<file path="config.mk">
export PLATFORM = sky130hd
export DESIGN_NAME = uart_fifo_irq_ctl
export DESIGN_NICKNAME = d
export VERILOG_FILES = /design/src/rtl/uart_fic_pkg.sv /design/src/rtl/ufic_fifo.sv /design/src/rtl/ufic_rise.sv /design/src/rtl/ufic_rx_timeout.sv /design/src/rtl/ufic_events.sv /design/src/rtl/uart_fifo_irq_ctl.sv
export SDC_FILE = /design/constraint.sdc
export NUM_CORES = 1
export LEC_CHECK = 0
export BUFFER_PORTS_ARGS = -buffer_cell sky130_fd_sc_hd__buf_2
export CAP_MARGIN = 10
export CORE_AREA = 2 2 154 186
export DETAILED_ROUTE_END_ITERATION = 10
export DIE_AREA = 0 0 156 188
export PLACE_DENSITY = 0.73
export SLEW_MARGIN = 20
export SYNTH_ARGS = -nofsm -noshare
export SYNTH_HDL_FRONTEND = slang
export SYNTH_SLANG_ARGS = --single-unit
</file>
<file path="constraint.sdc">
create_clock -name clk -period 3.3 [get_ports clk]
set_input_delay 0.33 -clock clk [delete_from_list [all_inputs] [get_ports clk]]
set_output_delay 0.33 -clock clk [all_outputs]
set_load 0.05 [all_outputs]
</file>
<file path="src/rtl/uart_fic_pkg.sv">
package uart_fic_pkg;
  localparam int BUS_W  = 14;
  localparam int ADDR_W = 13;
  localparam int CHAR_W = 8;
  localparam int NUM_EV = 14;

  localparam logic [ADDR_W-1:0] A_IE  = 13'h0014;
  localparam logic [ADDR_W-1:0] A_IS  = 13'h0018;
  localparam logic [ADDR_W-1:0] A_FC  = 13'h0020;
  localparam logic [ADDR_W-1:0] A_IDX = 13'h0024;
  localparam logic [ADDR_W-1:0] A_TXQ = 13'h1000;
  localparam logic [ADDR_W-1:0] A_RXQ = 13'h1020;

  // status bit positions (software decodes these)
  localparam int EV_TXDE   = 0;
  localparam int EV_RXDF   = 1;
  localparam int EV_TXAE   = 2;
  localparam int EV_TXE    = 3;
  localparam int EV_RXAF   = 4;
  localparam int EV_RXF    = 5;
  localparam int EV_TXOVF  = 6;
  localparam int EV_RXOVR  = 7;
  localparam int EV_PAR    = 8;
  localparam int EV_FRM    = 9;
  localparam int EV_CTS    = 10;
  localparam int EV_RXTO   = 11;
  localparam int EV_BRK    = 12;
  localparam int EV_BUSERR = 13;

  localparam int IDX_RX_LSB = 8;

  typedef struct packed {
    logic              frm;
    logic              par;
    logic [CHAR_W-1:0] data;
  } rx_entry_t;
endpackage

</file>
<file path="src/rtl/ufic_fifo.sv">
module ufic_fifo #(
  parameter int W     = 8,
  parameter int DEPTH = 16,
  localparam int PTR_W = $clog2(DEPTH),
  localparam int CNT_W = $clog2(DEPTH + 1)
) (
  input  logic             clk,
  input  logic             rst_n,
  input  logic             flush,
  input  logic             push,
  input  logic [W-1:0]     din,
  input  logic             pop,
  output logic [W-1:0]     dout,
  output logic [CNT_W-1:0] count,
  output logic             full,
  output logic             empty
);
  localparam logic [PTR_W-1:0] LAST_P = PTR_W'(DEPTH - 1);
  localparam logic [CNT_W-1:0] FULL_C = CNT_W'(DEPTH);

  logic [W-1:0]     mem [DEPTH];
  logic [PTR_W-1:0] wr_ptr, rd_ptr;
  logic             do_push, do_pop;

  assign full    = (count == FULL_C);
  assign empty   = (count == '0);
  assign do_push = push && !full && !flush;
  assign do_pop  = pop && !empty && !flush;
  assign dout    = mem[rd_ptr];

  always_ff @(posedge clk) begin
    if (do_push) mem[wr_ptr] <= din;
  end

  always_ff @(posedge clk or negedge rst_n) begin
    if (!rst_n) begin
      wr_ptr <= '0;
      rd_ptr <= '0;
      count  <= '0;
    end else if (flush) begin
      wr_ptr <= '0;
      rd_ptr <= '0;
      count  <= '0;
    end else begin
      if (do_push) wr_ptr <= (wr_ptr == LAST_P) ? '0 : wr_ptr + 1'b1;
      if (do_pop)  rd_ptr <= (rd_ptr == LAST_P) ? '0 : rd_ptr + 1'b1;
      if (do_push && !do_pop)      count <= count + 1'b1;
      else if (do_pop && !do_push) count <= count - 1'b1;
    end
  end
endmodule

</file>
<file path="src/rtl/ufic_rise.sv">
module ufic_rise #(
  parameter int           N    = 1,
  parameter logic [N-1:0] INIT = '0
) (
  input  logic         clk,
  input  logic         rst_n,
  input  logic [N-1:0] cond,
  output logic [N-1:0] rise
);
  logic [N-1:0] prev_q;

  for (genvar i = 0; i < N; i++) begin : g_bit
    always_ff @(posedge clk or negedge rst_n) begin
      if (!rst_n) prev_q[i] <= INIT[i];
      else        prev_q[i] <= cond[i];
    end
    assign rise[i] = cond[i] && !prev_q[i];
  end
endmodule

</file>
<file path="src/rtl/ufic_rx_timeout.sv">
module ufic_rx_timeout #(
  parameter int TO_CHARS = 4,
  localparam int CW = $clog2(TO_CHARS + 1)
) (
  input  logic clk,
  input  logic rst_n,
  input  logic rx_nonempty,
  input  logic rx_push,
  input  logic char_tick,
  output logic fire
);
  localparam logic [CW-1:0] LIM    = CW'(TO_CHARS);
  localparam logic [CW-1:0] LIM_M1 = CW'(TO_CHARS - 1);

  logic [CW-1:0] idle_q;

  always_ff @(posedge clk or negedge rst_n) begin
    if (!rst_n)                       idle_q <= '0;
    else if (rx_push || !rx_nonempty) idle_q <= '0;
    else if (char_tick && idle_q != LIM) idle_q <= idle_q + 1'b1;
  end

  assign fire = char_tick && rx_nonempty && !rx_push && (idle_q == LIM_M1);
endmodule

</file>
<file path="src/rtl/ufic_events.sv">
module ufic_events #(
  parameter int N = 14
) (
  input  logic         clk,
  input  logic         rst_n,
  input  logic [N-1:0] set_vec,
  input  logic [N-1:0] clr_vec,
  input  logic [N-1:0] mask,
  output logic [N-1:0] stat,
  output logic         irq
);
  always_ff @(posedge clk or negedge rst_n) begin
    if (!rst_n) stat <= '0;
    else        stat <= (stat & ~clr_vec) | set_vec;
  end

  assign irq = |(stat & mask);
endmodule

</file>
<file path="src/rtl/uart_fifo_irq_ctl.sv">
module uart_fifo_irq_ctl
  import uart_fic_pkg::*;
#(
  parameter int DEPTH    = 16,
  parameter int AE_LEVEL = 4,
  parameter int AF_LEVEL = 12,
  parameter int TO_CHARS = 4,
  localparam int CNT_W = $clog2(DEPTH + 1),
  localparam int RXE_W = $bits(rx_entry_t)
) (
  input  logic              clk,
  input  logic              rst_n,
  input  logic              reg_wr,
  input  logic              reg_rd,
  input  logic [ADDR_W-1:0] reg_addr,
  input  logic [BUS_W-1:0]  reg_wdata,
  output logic [BUS_W-1:0]  reg_rdata,
  output logic              tx_valid,
  input  logic              tx_ready,
  output logic [CHAR_W-1:0] tx_data,
  input  logic              rx_valid,
  output logic              rx_ready,
  input  logic [CHAR_W-1:0] rx_data,
  input  logic              rx_par_err,
  input  logic              rx_frm_err,
  input  logic              char_tick,
  input  logic              cts_toggle,
  input  logic              break_done,
  input  logic              bus_error,
  output logic              irq
);
  localparam logic [CNT_W-1:0] AE_L = CNT_W'(AE_LEVEL);
  localparam logic [CNT_W-1:0] AF_L = CNT_W'(AF_LEVEL);

  logic              fifo_en_q, tx_rst_pend, rx_rst_pend;
  logic [NUM_EV-1:0] ie_q, isr_q, set_vec, clr_vec;
  logic [CNT_W-1:0]  tx_cnt, rx_cnt;
  logic              tx_full, tx_empty, rx_full, rx_empty;
  logic              tx_req, tx_push, tx_pop, rx_push, rx_pop;
  rx_entry_t         rx_in, rx_head;
  logic [3:0]        lvl_cond, lvl_rise;
  logic              to_fire;

  // register decode
  logic ie_wr, is_wr, fc_wr;
  assign ie_wr = reg_wr && (reg_addr == A_IE);
  assign is_wr = reg_wr && (reg_addr == A_IS);
  assign fc_wr = reg_wr && (reg_addr == A_FC);

  always_ff @(posedge clk or negedge rst_n) begin
    if (!rst_n) begin
      ie_q        <= '0;
      fifo_en_q   <= 1'b0;
      tx_rst_pend <= 1'b0;
      rx_rst_pend <= 1'b0;
    end else begin
      if (ie_wr) ie_q <= reg_wdata[NUM_EV-1:0];
      if (fc_wr) begin
        fifo_en_q   <= reg_wdata[0];
        tx_rst_pend <= reg_wdata[2];
        rx_rst_pend <= reg_wdata[3];
      end else begin
        tx_rst_pend <= 1'b0;
        rx_rst_pend <= 1'b0;
      end
    end
  end

  // transmit side
  assign tx_req   = reg_wr && (reg_addr == A_TXQ) && fifo_en_q;
  assign tx_push  = tx_req && !tx_full;
  assign tx_valid = fifo_en_q && !tx_empty;
  assign tx_pop   = tx_valid && tx_ready;

  ufic_fifo #(.W(CHAR_W), .DEPTH(DEPTH)) u_txq (
    .clk(clk), .rst_n(rst_n), .flush(tx_rst_pend),
    .push(tx_push), .din(reg_wdata[CHAR_W-1:0]),
    .pop(tx_pop), .dout(tx_data),
    .count(tx_cnt), .full(tx_full), .empty(tx_empty)
  );

  // receive side
  assign rx_ready = 1'b1;
  assign rx_push  = rx_valid && fifo_en_q && !rx_full;
  assign rx_pop   = reg_rd && (reg_addr == A_RXQ) && !rx_empty;
  assign rx_in    = '{frm: rx_frm_err, par: rx_par_err, data: rx_data};

  ufic_fifo #(.W(RXE_W), .DEPTH(DEPTH)) u_rxq (
    .clk(clk), .rst_n(rst_n), .flush(rx_rst_pend),
    .push(rx_push), .din(rx_in),
    .pop(rx_pop), .dout(rx_head),
    .count(rx_cnt), .full(rx_full), .empty(rx_empty)
  );

  // watermark conditions: {rx full, rx almost full, tx empty, tx almost empty}
  assign lvl_cond = {rx_full, (rx_cnt >= AF_L), tx_empty, (tx_cnt <= AE_L)};

  ufic_rise #(.N(4), .INIT(4'b0011)) u_lvl (
    .clk(clk), .rst_n(rst_n), .cond(lvl_cond), .rise(lvl_rise)
  );

  ufic_rx_timeout #(.TO_CHARS(TO_CHARS)) u_to (
    .clk(clk), .rst_n(rst_n), .rx_nonempty(!rx_empty),
    .rx_push(rx_push), .char_tick(char_tick), .fire(to_fire)
  );

  always_comb begin
    set_vec            = '0;
    set_vec[EV_TXDE]   = tx_pop;
    set_vec[EV_RXDF]   = rx_push;
    set_vec[EV_TXAE]   = lvl_rise[0];
    set_vec[EV_TXE]    = lvl_rise[1];
    set_vec[EV_RXAF]   = lvl_rise[2];
    set_vec[EV_RXF]    = lvl_rise[3];
    set_vec[EV_TXOVF]  = tx_req && tx_full;
    set_vec[EV_RXOVR]  = rx_valid && fifo_en_q && rx_full;
    set_vec[EV_PAR]    = rx_push && rx_par_err;
    set_vec[EV_FRM]    = rx_push && rx_frm_err;
    set_vec[EV_CTS]    = cts_toggle;
    set_vec[EV_RXTO]   = to_fire;
    set_vec[EV_BRK]    = break_done;
    set_vec[EV_BUSERR] = bus_error;
  end

  assign clr_vec = is_wr ? reg_wdata[NUM_EV-1:0] : '0;

  ufic_events #(.N(NUM_EV)) u_ev (
    .clk(clk), .rst_n(rst_n), .set_vec(set_vec), .clr_vec(clr_vec),
    .mask(ie_q), .stat(isr_q), .irq(irq)
  );

  // read mux
  always_comb begin
    reg_rdata = '0;
    unique case (reg_addr)
      A_IE:  reg_rdata[NUM_EV-1:0] = ie_q;
      A_IS:  reg_rdata[NUM_EV-1:0] = isr_q;
      A_FC: begin
        reg_rdata[0] = fifo_en_q;
        reg_rdata[2] = tx_rst_pend;
        reg_rdata[3] = rx_rst_pend;
      end
      A_IDX: begin
        reg_rdata[CNT_W-1:0]              = tx_cnt;
        reg_rdata[IDX_RX_LSB +: CNT_W]    = rx_cnt;
      end
      A_RXQ: if (!rx_empty) reg_rdata[RXE_W-1:0] = rx_head;
      default: reg_rdata = '0;
    endcase
  end
endmodule

</file>
==> run metrics, run 1 <==
Overflow after GRT 0; fillers 1990; via count 8436; Slew Limit Fails 0; Power Internal 6.91 mW; Iteration-0 DRC Markers 666; Worst-path clk slew 0.06 ns; Seq/Total Area, Yosys 68.5%; Port Buffers 70; Remaining DRCs 0; Max FO, Critical Path 17; fmax 0.327 GHz; FF+latch count, synth 352; status finished clean; clk root buf clkbuf_16; top-count cell post-synth edfxtp_1; max cap viols 0; initial antenna violation count 0; total track usage 21.9%; slew margin rel. 38.5%; Gate Count Post-Synth 926; WP data required 2.97 ns; Yosys top cell by area edfxtp_1; WL per Instance 22.6 um; Hold Startpoint bus_error; worst setup path start u_rxq.rd_ptr[0]$_DFFE_PN0P_; die area 0.0293 mm^2; nets 1104; CP bufs+invs 2; TritonCTS clock tree done; vias in the first global route 8641; Tmin final 3.06 ns; WHS 0.0241 ns; Total Power 8.62 mW; Cell variety after synth 63; antenna-violating nets left 0; crit-path max cell delay 0.54 ns; CTS Buf Count 35; Sink Count 352; setup violators final 0; Worst Clk Skew 0.0202 ns; Synth top area share 57.7%; sw frac 19.8%; RD Place Congestion 0.894; Flop pwr share 56.0%; syn_nets 995; layout cells sized above 1 24.8%; critical-path cell list buf_4 -> mux4_2 -> a22oi_1 -> nand2_1 -> a221o_1 -> buf_2; Setup Crit Path Kind reg -> out; setup tns final 0 ns; std cell rows 67; Post-synth ARST share 18.2%; clock buffer depth 3; crit path launch type flop; post-synthesis average cell area 16.2 um^2; Crit-path slowest cell mux4_2; Post-synth EDFFs 288; combinational power share 2.5%; DP Area 0.0159 mm^2; Power Density 509 mW/mm^2; RSZ-0062 raised after global routing no; Die X 156 um; Initial Util 54.3%; reg-to-reg critical path startpoint u_txq.count[1]$_DFFE_PN0P_; cell area after layout 0.0170 mm^2; critical path arrival 2.73 ns; DR vias/cell 6.03; Area contributors post-synth edfxtp_1 (58%), dfrtp_1 (10%), mux4_2 (8.4%), mux2i_1 (2.1%), a22oi_1 (2.1%); area grow syn2layout 13.2%; worst min path class in -> reg; fin crit share 92.6%; hpwl dp 21300 um; core area 0.0276 mm^2; Worst-Margin Slew 0.916 ns; post-synthesis cell area 0.0150 mm^2; CTS H-tree lvls 2; clock group share of total power 41.5%; Worst setup EP type output port; die height 188 um; cell family with most CP delay compound AO/OA/AOI/OAI gates; synth warn 0; total wire length 31700 um; synth cell count leaders edfxtp_1 (288), nand2_1 (68), dfrtp_1 (62); # diodes 0; Top FF cell, synth edfxtp_1; Worst IR Drop VDD 0.610 mV; Psw 1.71 mW; DR pass1 iterations 5; largest net degree at the start of global routing 45; Leakage 5.97 nW; # IOs 72; first-pass GRT wire length 48400 um; clk_lat worst skew 0.51 ns; Hold Violations, Final 0
cell families (layout without fill, tap and decap cells):
logic type                 count (synthesis)  count (layout)  share of synthesized area, %
AOI/OAI and AO/OA                        156             156                          7.00
xor gates and xnor gates                  10              10                         0.585
adders and majority gates                 22              22                          1.94
buffers and inverters                     60             188                          1.75
DFF                                      352             352                          68.5
muxes                                    114             114                          12.5
other                                      1               1                        0.0250
and+or+nand+nor                          211             211                          7.73
power groups by stage:
stage / sequential (mW) / clock (mW) / combinational, mW
4_1_cts: 4.83 / 3.64 / 0.217
2_1_floorplan: 4.92 / 0 / 0.0868
3_3_place_gp: 4.92 / 0 / 0.206
3_5_place_dp: 4.92 / 0 / 0.213
5_1_grt: 4.83 / 3.80 / 0.237
6_report: 4.83 / 3.58 / 0.216
layout by cell type, fill, tap and decap left out, drive strengths merged, types with 3 or more instances in the layout:
cell type	instances
dlygate4sd3	3
nor2b	11
a21oi	27
dfrtp	62
nand3b	4
o21ai	38
inv	20
mux2i	32
mux4	56
a22oi	42
nand4	5
clkbuf	43
nand2b	6
a211oi	4
nand3	9
nor2	42
a31oi	3
a22o	7
a221o	4
clkinv	8
xor2	6
ha	20
or4	3
and3	9
nor3b	6
nor3	15
nand4b	3
and2	13
nor4	6
xnor2	4
edfxtp	288
buf	111
nand2	69
mux2	26
a21o	13
a221oi	10
registers in the layout, indices dropped and copies added, names as in the netlist:
register      count
rx_rst_pend       1
fifo_en_q         1
ie_q             14
u_ev.stat        14
u_rxq.mem       160
u_txq.wr_ptr      4
u_rxq.rd_ptr      4
u_rxq.wr_ptr      4
u_to.idle_q       3
u_txq.rd_ptr      4
u_txq.count       5
u_lvl.prev_q      4
tx_rst_pend       1
u_rxq.count       5
u_txq.mem       128
layout make-up:
class,count,area (um^2),share of cell area (%)
Clock buffer,43,906,5.34
Clock inverter,13,101,0.598
Inverter,18,67.6,0.399
Multi-Input combinational cell,514,4460,26.3
Sequential cell,352,10300,60.5
Tap cell,345,432,2.55
Timing Repair Buffer,114,726,4.28
path summary, 6_finish.rpt:
path / end / slack (ns) / cells after the start
setup / recovery: reg_rdata[4] / 0.24 / 6
hold / removal: u_ev.stat[13]$_DFF_PN0_ / 0.02 / 2
setup reg to reg: u_txq.count[4]$_DFFE_PN0P_ / 0.44 / 9
hold reg to reg: u_ev.stat[5]$_DFF_PN0_ / 0.44 / 1
max in group asynchronous: u_txq.rd_ptr[3]$_DFFE_PN0P_ / 2.16 / 3
min in group asynchronous: u_rxq.rd_ptr[2]$_DFFE_PN0P_ / 0.47 / 2
metrics by stage:
step / setup WS (ns) / util, % / std cells
2_1_floorplan: 0.319 / - / 926
3_3_place_gp: 0.236 / 57.7 / 1340
3_5_place_dp: 0.184 / 57.7 / 1340
4_1_cts: 0.200 / 61.5 / 1399
5_1_grt: 0.0701 / 61.5 / 1399
6_report: 0.243 / 61.5 / 1399
per-layer routing:
layer | routed length [um] | share of wire [%] | global-route usage [%]
met1 | 12100 | 38 | 26.8
met2 | 17000 | 54 | 39.4
met5 | 0 | 0 | 0
met4 | 1080 | 3.4 | 7.97
met3 | 1510 | 4.8 | 3.05
what timing repair did:
item / in CTS / in global routing
buffers inserted: 0 / 0
resized for setup: 0 / 0
endpoints found under the hold margin: 34 / 0
hold buffers: 3 / 0
(Power assumes the default switching activity.)
==> inputs of run 2 (changes only) <==
--- a/config.mk
+++ b/config.mk
@@ -7,9 +7,10 @@
 export LEC_CHECK = 0
 export BUFFER_PORTS_ARGS = -buffer_cell sky130_fd_sc_hd__buf_2
 export CAP_MARGIN = 10
-export CORE_AREA = 2 2 154 186
+export CORE_AREA = 2 2 151 190
+export CTS_BUF_LIST = sky130_fd_sc_hd__clkbuf_8
 export DETAILED_ROUTE_END_ITERATION = 10
-export DIE_AREA = 0 0 156 188
+export DIE_AREA = 0 0 153 192
 export PLACE_DENSITY = 0.73
 export SLEW_MARGIN = 20
 export SYNTH_ARGS = -nofsm -noshare
==> constraint.sdc (replaced) <==
create_clock -name clk -period 2.9 [get_ports clk]
set_input_delay 0.29 -clock clk [delete_from_list [all_inputs] [get_ports clk]]
set_output_delay 0.29 -clock clk [all_outputs]
set_load 0.05 [all_outputs]
==> run metrics, run 2 (synthesized netlist as in run 1, its figures left out) <==
status finished with violations; failing checks negative setup slack; CTS Buf Count 52; Worst-Margin Slew 0.750 ns; core area 0.0275 mm^2; layout cells sized above 1 32.5%; Die X 153 um; largest net degree at the start of global routing 45; cell family with most CP delay compound AO/OA/AOI/OAI gates; DR vias/cell 5.93; Overflow after GRT 0; Worst-path clk slew 0.06 ns; WHS 0.112 ns; Sink Count 352; Setup Crit Path Kind reg -> out; crit path launch type flop; CTS H-tree lvls 2; critical path arrival 2.67 ns; worst min path class in -> reg; max cap viols 0; CP dominant cell by count buf_6; most flop-heavy register u_rxq.mem; Worst IR Drop VDD 0.425 mV; clk root buf clkbuf_8; WP data required 2.61 ns; std cell rows 68; critical-path cell list buf_6 -> buf_12 -> mux4_2 -> a22oi_2 -> nand2_1 -> a221o_1 -> buf_6; total track usage 23.6%; Iteration-0 DRC Markers 710; fin crit share 102%; most common cell after layout, fill and taps aside edfxtp_1; reg-to-reg critical path startpoint u_txq.count[0]$_DFFE_PN0P_; DR pass1 iterations 5; RSZ-0062 raised after global routing yes; setup tns final -0.211 ns; setup violators final 6; die area 0.0294 mm^2; clock buffer depth 3; DP Area 0.0161 mm^2; most frequent cells in the layout edfxtp_1 (288), buf_4 (75), nand2_1 (61), buf_2 (60), dfrtp_1 (58); # IOs 72; Leakage 6.40 nW; Power Density 546 mW/mm^2; Largest regs u_rxq.mem: 160 flops, u_txq.mem: 128 flops; worst setup path start u_rxq.rd_ptr[0]$_DFFE_PN0P_; antenna-violating nets left 0; initial antenna violation count 1; worst setup margin -0.0617 ns; hpwl dp 22500 um; fmax 0.338 GHz; Tmin final 2.96 ns; via count 8920; total wire length 34400 um; first-pass GRT wire length 52500 um; die height 192 um; Hold Violations, Final 0; Max FO, Critical Path 7; vias in the first global route 9203; reg-to-reg slack, setup 0.16 ns; Crit-path slowest cell mux4_2; cell area after layout 0.0178 mm^2; pre-CTS setup slack -0.0398 ns; nets 1180; area grow syn2layout 19.0%; CP bufs+invs 3; RD Place Congestion 0.917; max FFs per register 160; Port Buffers 70; Initial Util 54.5%; WL per Instance 22.9 um; slew margin rel. 49.7%; Worst setup EP type output port; Hold Startpoint rx_data[6]; TritonCTS clock tree done; Remaining DRCs 0; crit-path max cell delay 0.51 ns; Slew Limit Fails 0; Worst Clk Skew 0.0148 ns; clk_lat worst skew 0.57 ns
==> run 2: cell types whose count changed in the layout (fill, tap and decap cells not counted), sizes merged <==
| cell | previous run | this run |
|---|---|---|
| diode | 0 | 1 |
| buf | 111 | 160 |
| clkinvlp | 2 | 1 |
| dlygate4sd3 | 3 | 12 |
| clkbuf | 43 | 55 |
| inv | 20 | 27 |
| clkinv | 8 | 27 |
| bufinv | 1 | 4 |
==> run 2: worst register-to-register path, delay by kind of cell (launching register included) <==
kind / cells / cell delay (ns)
compound gates: 2 / 0.38
fa+ha+maj: 1 / 0.42
simple gates: 4 / 0.76
mux: 2 / 0.58
flops: 1 / 0.49
==> run 2: layout make-up <==
| cell class | instances | area (um^2) |
|---|---|---|
| Sequential cell | 352 | 10300 |
| Fill cell | 1966 | 9660 |
| Multi-Input combinational cell | 514 | 4640 |
| Timing Repair Buffer | 173 | 1380 |
| Clock buffer | 54 | 743 |
| Tap cell | 350 | 438 |
| Clock inverter | 41 | 294 |
| Inverter | 18 | 67.6 |
| Antenna cell | 1 | 2.50 |
==> run 2: worst paths after layout <==
| path | endpoint | cells after the start |
|---|---|---|
| setup reg to reg | u_txq.count[4]$_DFFE_PN0P_ | 9 |
| min in group asynchronous | u_rxq.count[0]$_DFFE_PN0P_ | 2 |
| max in group asynchronous | u_rxq.rd_ptr[0]$_DFFE_PN0P_ | 3 |
| hold reg to reg | u_ev.stat[5]$_DFF_PN0_ | 1 |
| setup / recovery | reg_rdata[8] | 7 |
| hold / removal | u_rxq.mem[4][6]$_DFFE_PP_ | 1 |
==> run 2: where the power goes <==
part	switching, mW	internal, mW
sequential	0.0134	5.48
clock	1.85	2.10
combinational	0.183	0.0986
==> run 2: layer usage <==
layer	GRT usage, %	part of all wire, %
met5	0	0
met4	9.37	3.4
met3	3.70	4.2
met2	44.3	56
met1	27.2	37
==> run 2: repair_timing <==
| action | 4_1_cts | 5_1_grt |
|---|---|---|
| hold endpoints to repair | 25 | 0 |
| pin swaps | 21 | 16 |
| setup endpoints to repair | 18 | 14 |
| cloned | 2 | 1 |
| hold buffers | 12 | 0 |
| buffers inserted | 15 | 14 |
| resized for setup | 51 | 28 |
==> run 2: through the flow <==
step                std cells  total power [mW]  util [%]
floorplan                 926              5.69         -
global placement         1366              5.85      58.6
detailed placement       1366              5.86      58.6
CTS                      1489              9.80      64.1
global route             1503              10.1      64.9
finish                   1503              9.73      64.9
==> inputs of run 3 (changes only) <==
--- a/config.mk
+++ b/config.mk
@@ -7,11 +7,11 @@
 export LEC_CHECK = 0
 export BUFFER_PORTS_ARGS = -buffer_cell sky130_fd_sc_hd__buf_2
 export CAP_MARGIN = 10
-export CORE_AREA = 2 2 151 190
+export CORE_AREA = 2 2 183 230
 export CTS_BUF_LIST = sky130_fd_sc_hd__clkbuf_8
 export DETAILED_ROUTE_END_ITERATION = 10
-export DIE_AREA = 0 0 153 192
-export PLACE_DENSITY = 0.73
+export DIE_AREA = 0 0 185 232
+export PLACE_DENSITY = 0.53
 export SLEW_MARGIN = 20
 export SYNTH_ARGS = -nofsm -noshare
 export SYNTH_HDL_FRONTEND = slang
==> run metrics, run 3 (synthesized netlist as in run 1, its figures left out) <==
status finished with violations; failing checks negative setup slack; core area 0.0407 mm^2; Total Power 9.57 mW; DR vias/cell 5.07; Util after Layout 44.5%; Hold Violations, Final 0; Largest regs u_rxq.mem: 160 flops, u_txq.mem: 128 flops; area grow syn2layout 21.0%; worst setup margin -0.0840 ns; pre-CTS setup slack -0.0418 ns; slew margin rel. 46.7%; fmax 0.335 GHz; die area 0.0429 mm^2; Tmin final 2.98 ns; Hold Path Stages 1; Initial Util 36.8%; hpwl dp 25200 um; fillers 3692; Iteration-0 DRC Markers 502; # diodes 0; CTS H-tree lvls 2; clk root buf clkbuf_8; Overflow after GRT 0; setup tns final -0.226 ns; CTS Buf Count 54; reg-to-reg critical path startpoint u_rxq.count[0]$_DFFE_PN0P_; vias in the first global route 9110; total wire length 36800 um; Worst-Margin Slew 0.800 ns; Worst-path clk slew 0.07 ns; Max FO, Critical Path 8; DR pass1 iterations 6; cell area after layout 0.0181 mm^2; max FFs per register 160; nets 1198; via count 8715; largest net degree at the start of global routing 45; Sink Count 352; crit path launch type flop; clock buffer depth 3; Leakage 6.48 nW; # IOs 72; Power Density 528 mW/mm^2; WP data required 2.61 ns; fin crit share 103%; std cell rows 83; Reg area 0.0103 mm^2; Hold EP u_rxq.mem[12][1]$_DFFE_PP_; Setup Crit Path Kind reg -> out; most flop-heavy register u_rxq.mem; most frequent cells in the layout edfxtp_1 (288), buf_4 (92), nand2_1 (61), buf_2 (60), dfrtp_1 (58); clk_lat worst skew 0.61 ns; reg-to-reg slack, setup 0.20 ns; critical path arrival 2.69 ns; max cap viols 0; most common cell after layout, fill and taps aside edfxtp_1; die height 232 um; Worst IR Drop VDD 0.348 mV; DP Area 0.0166 mm^2; Slew Limit Fails 0; RSZ-0062 raised after global routing yes; Remaining DRCs 0; multi-input gate area in the final layout 0.00462 mm^2; worst reg-to-reg path cell count 11; Worst setup EP type output port; Port Buffers 70; first-pass GRT wire length 55400 um; initial antenna violation count 1; worst min path class in -> reg; TritonCTS clock tree done; reg-to-reg critical path endpoint u_rxq.count[4]$_DFFE_PN0P_; antenna-violating nets left 0; RD Place Congestion 0.828; total track usage 17.4%; layout cells sized above 1 33.0%; setup violators final 6; Hold Startpoint rx_data[1]; WL per Instance 21.4 um; Die X 185 um; Worst Clk Skew 0.0399 ns
run 3: cell count changes in the layout (fill, tap and decap cells not counted), sizes merged:
cell         before  now
inv              27   32
bufinv            4    1
dlygate4sd3      12   13
clkbuf           55   57
diode             1    0
buf             160  174
clkinv           27   24
run 3: routing by layer:
metal	vias up	global-route usage, %	share of wire (%)
li1	4053	-	-
met1	4429	19.8	39
met2	177	32.6	55
met3	54	2.95	3.8
met4	2	5.88	2.5
met5	-	0	0.030
run 3: cell type report:
class / count / share of cell area [%]
clock buffer: 55 / 4.18
clock inverter: 40 / 1.19
inverter: 18 / 0.373
multi-input combinational: 514 / 25.5
sequential: 352 / 56.6
tap: 552 / 3.81
timing repair buffer: 189 / 8.36
run 3: stage by stage:
stage	std cells	hold WS [ns]
floorplan	926	-0.00559
finish	1720	0.0637
global placement	1592	0.418
detailed placement	1592	0.422
CTS	1709	0.0202
global route	1720	0.0348
run 3: power by group:
| group | switching, mW | internal (mW) | total, mW |
|---|---|---|---|
| clock network | 1.93 | 1.86 | 3.79 |
| logic | 0.187 | 0.103 | 0.291 |
| registers | 0.0112 | 5.48 | 5.49 |
run 3: timing repair:
action,4_1_cts,5_1_grt
setup buffers,8,9
pin swaps,8,15
hold endpoints to repair,40,0
cloned,1,2
hold buffers,13,0
resized for setup,49,18
endpoints found under the setup margin,14,18
run 3: worst max-delay path by stage:
| stage | from | to | depth (start not counted) | slack (ns) |
|---|---|---|---|---|
| global route | u_rxq.rd_ptr[0]$_DFFE_PN0P_ | reg_rdata[9] | 8 | -0.16 |
| floorplan | reg_addr[2] | u_txq.count[4]$_DFFE_PN0P_ | 11 | 0.00001 |
| global placement | reg_addr[2] | u_txq.count[4]$_DFFE_PN0P_ | 10 | 0.06 |
| detailed placement | reg_addr[2] | u_txq.count[4]$_DFFE_PN0P_ | 10 | -0.04 |
| finish | u_rxq.rd_ptr[0]$_DFFE_PN0P_ | reg_rdata[9] | 8 | -0.08 |
| CTS | u_rxq.rd_ptr[0]$_DFFE_PN0P_ | reg_rdata[9] | 8 | -0.16 |
run 3: worst max-delay path, stage by stage (launching register included):
cell	delay (ns)
dfrtp_2	0.37
buf_12	0.15
buf_12	0.15
buf_6	0.10
mux4_2	0.49
a22oi_2	0.20
nand2_2	0.10
a221o_1	0.35
buf_6	0.17
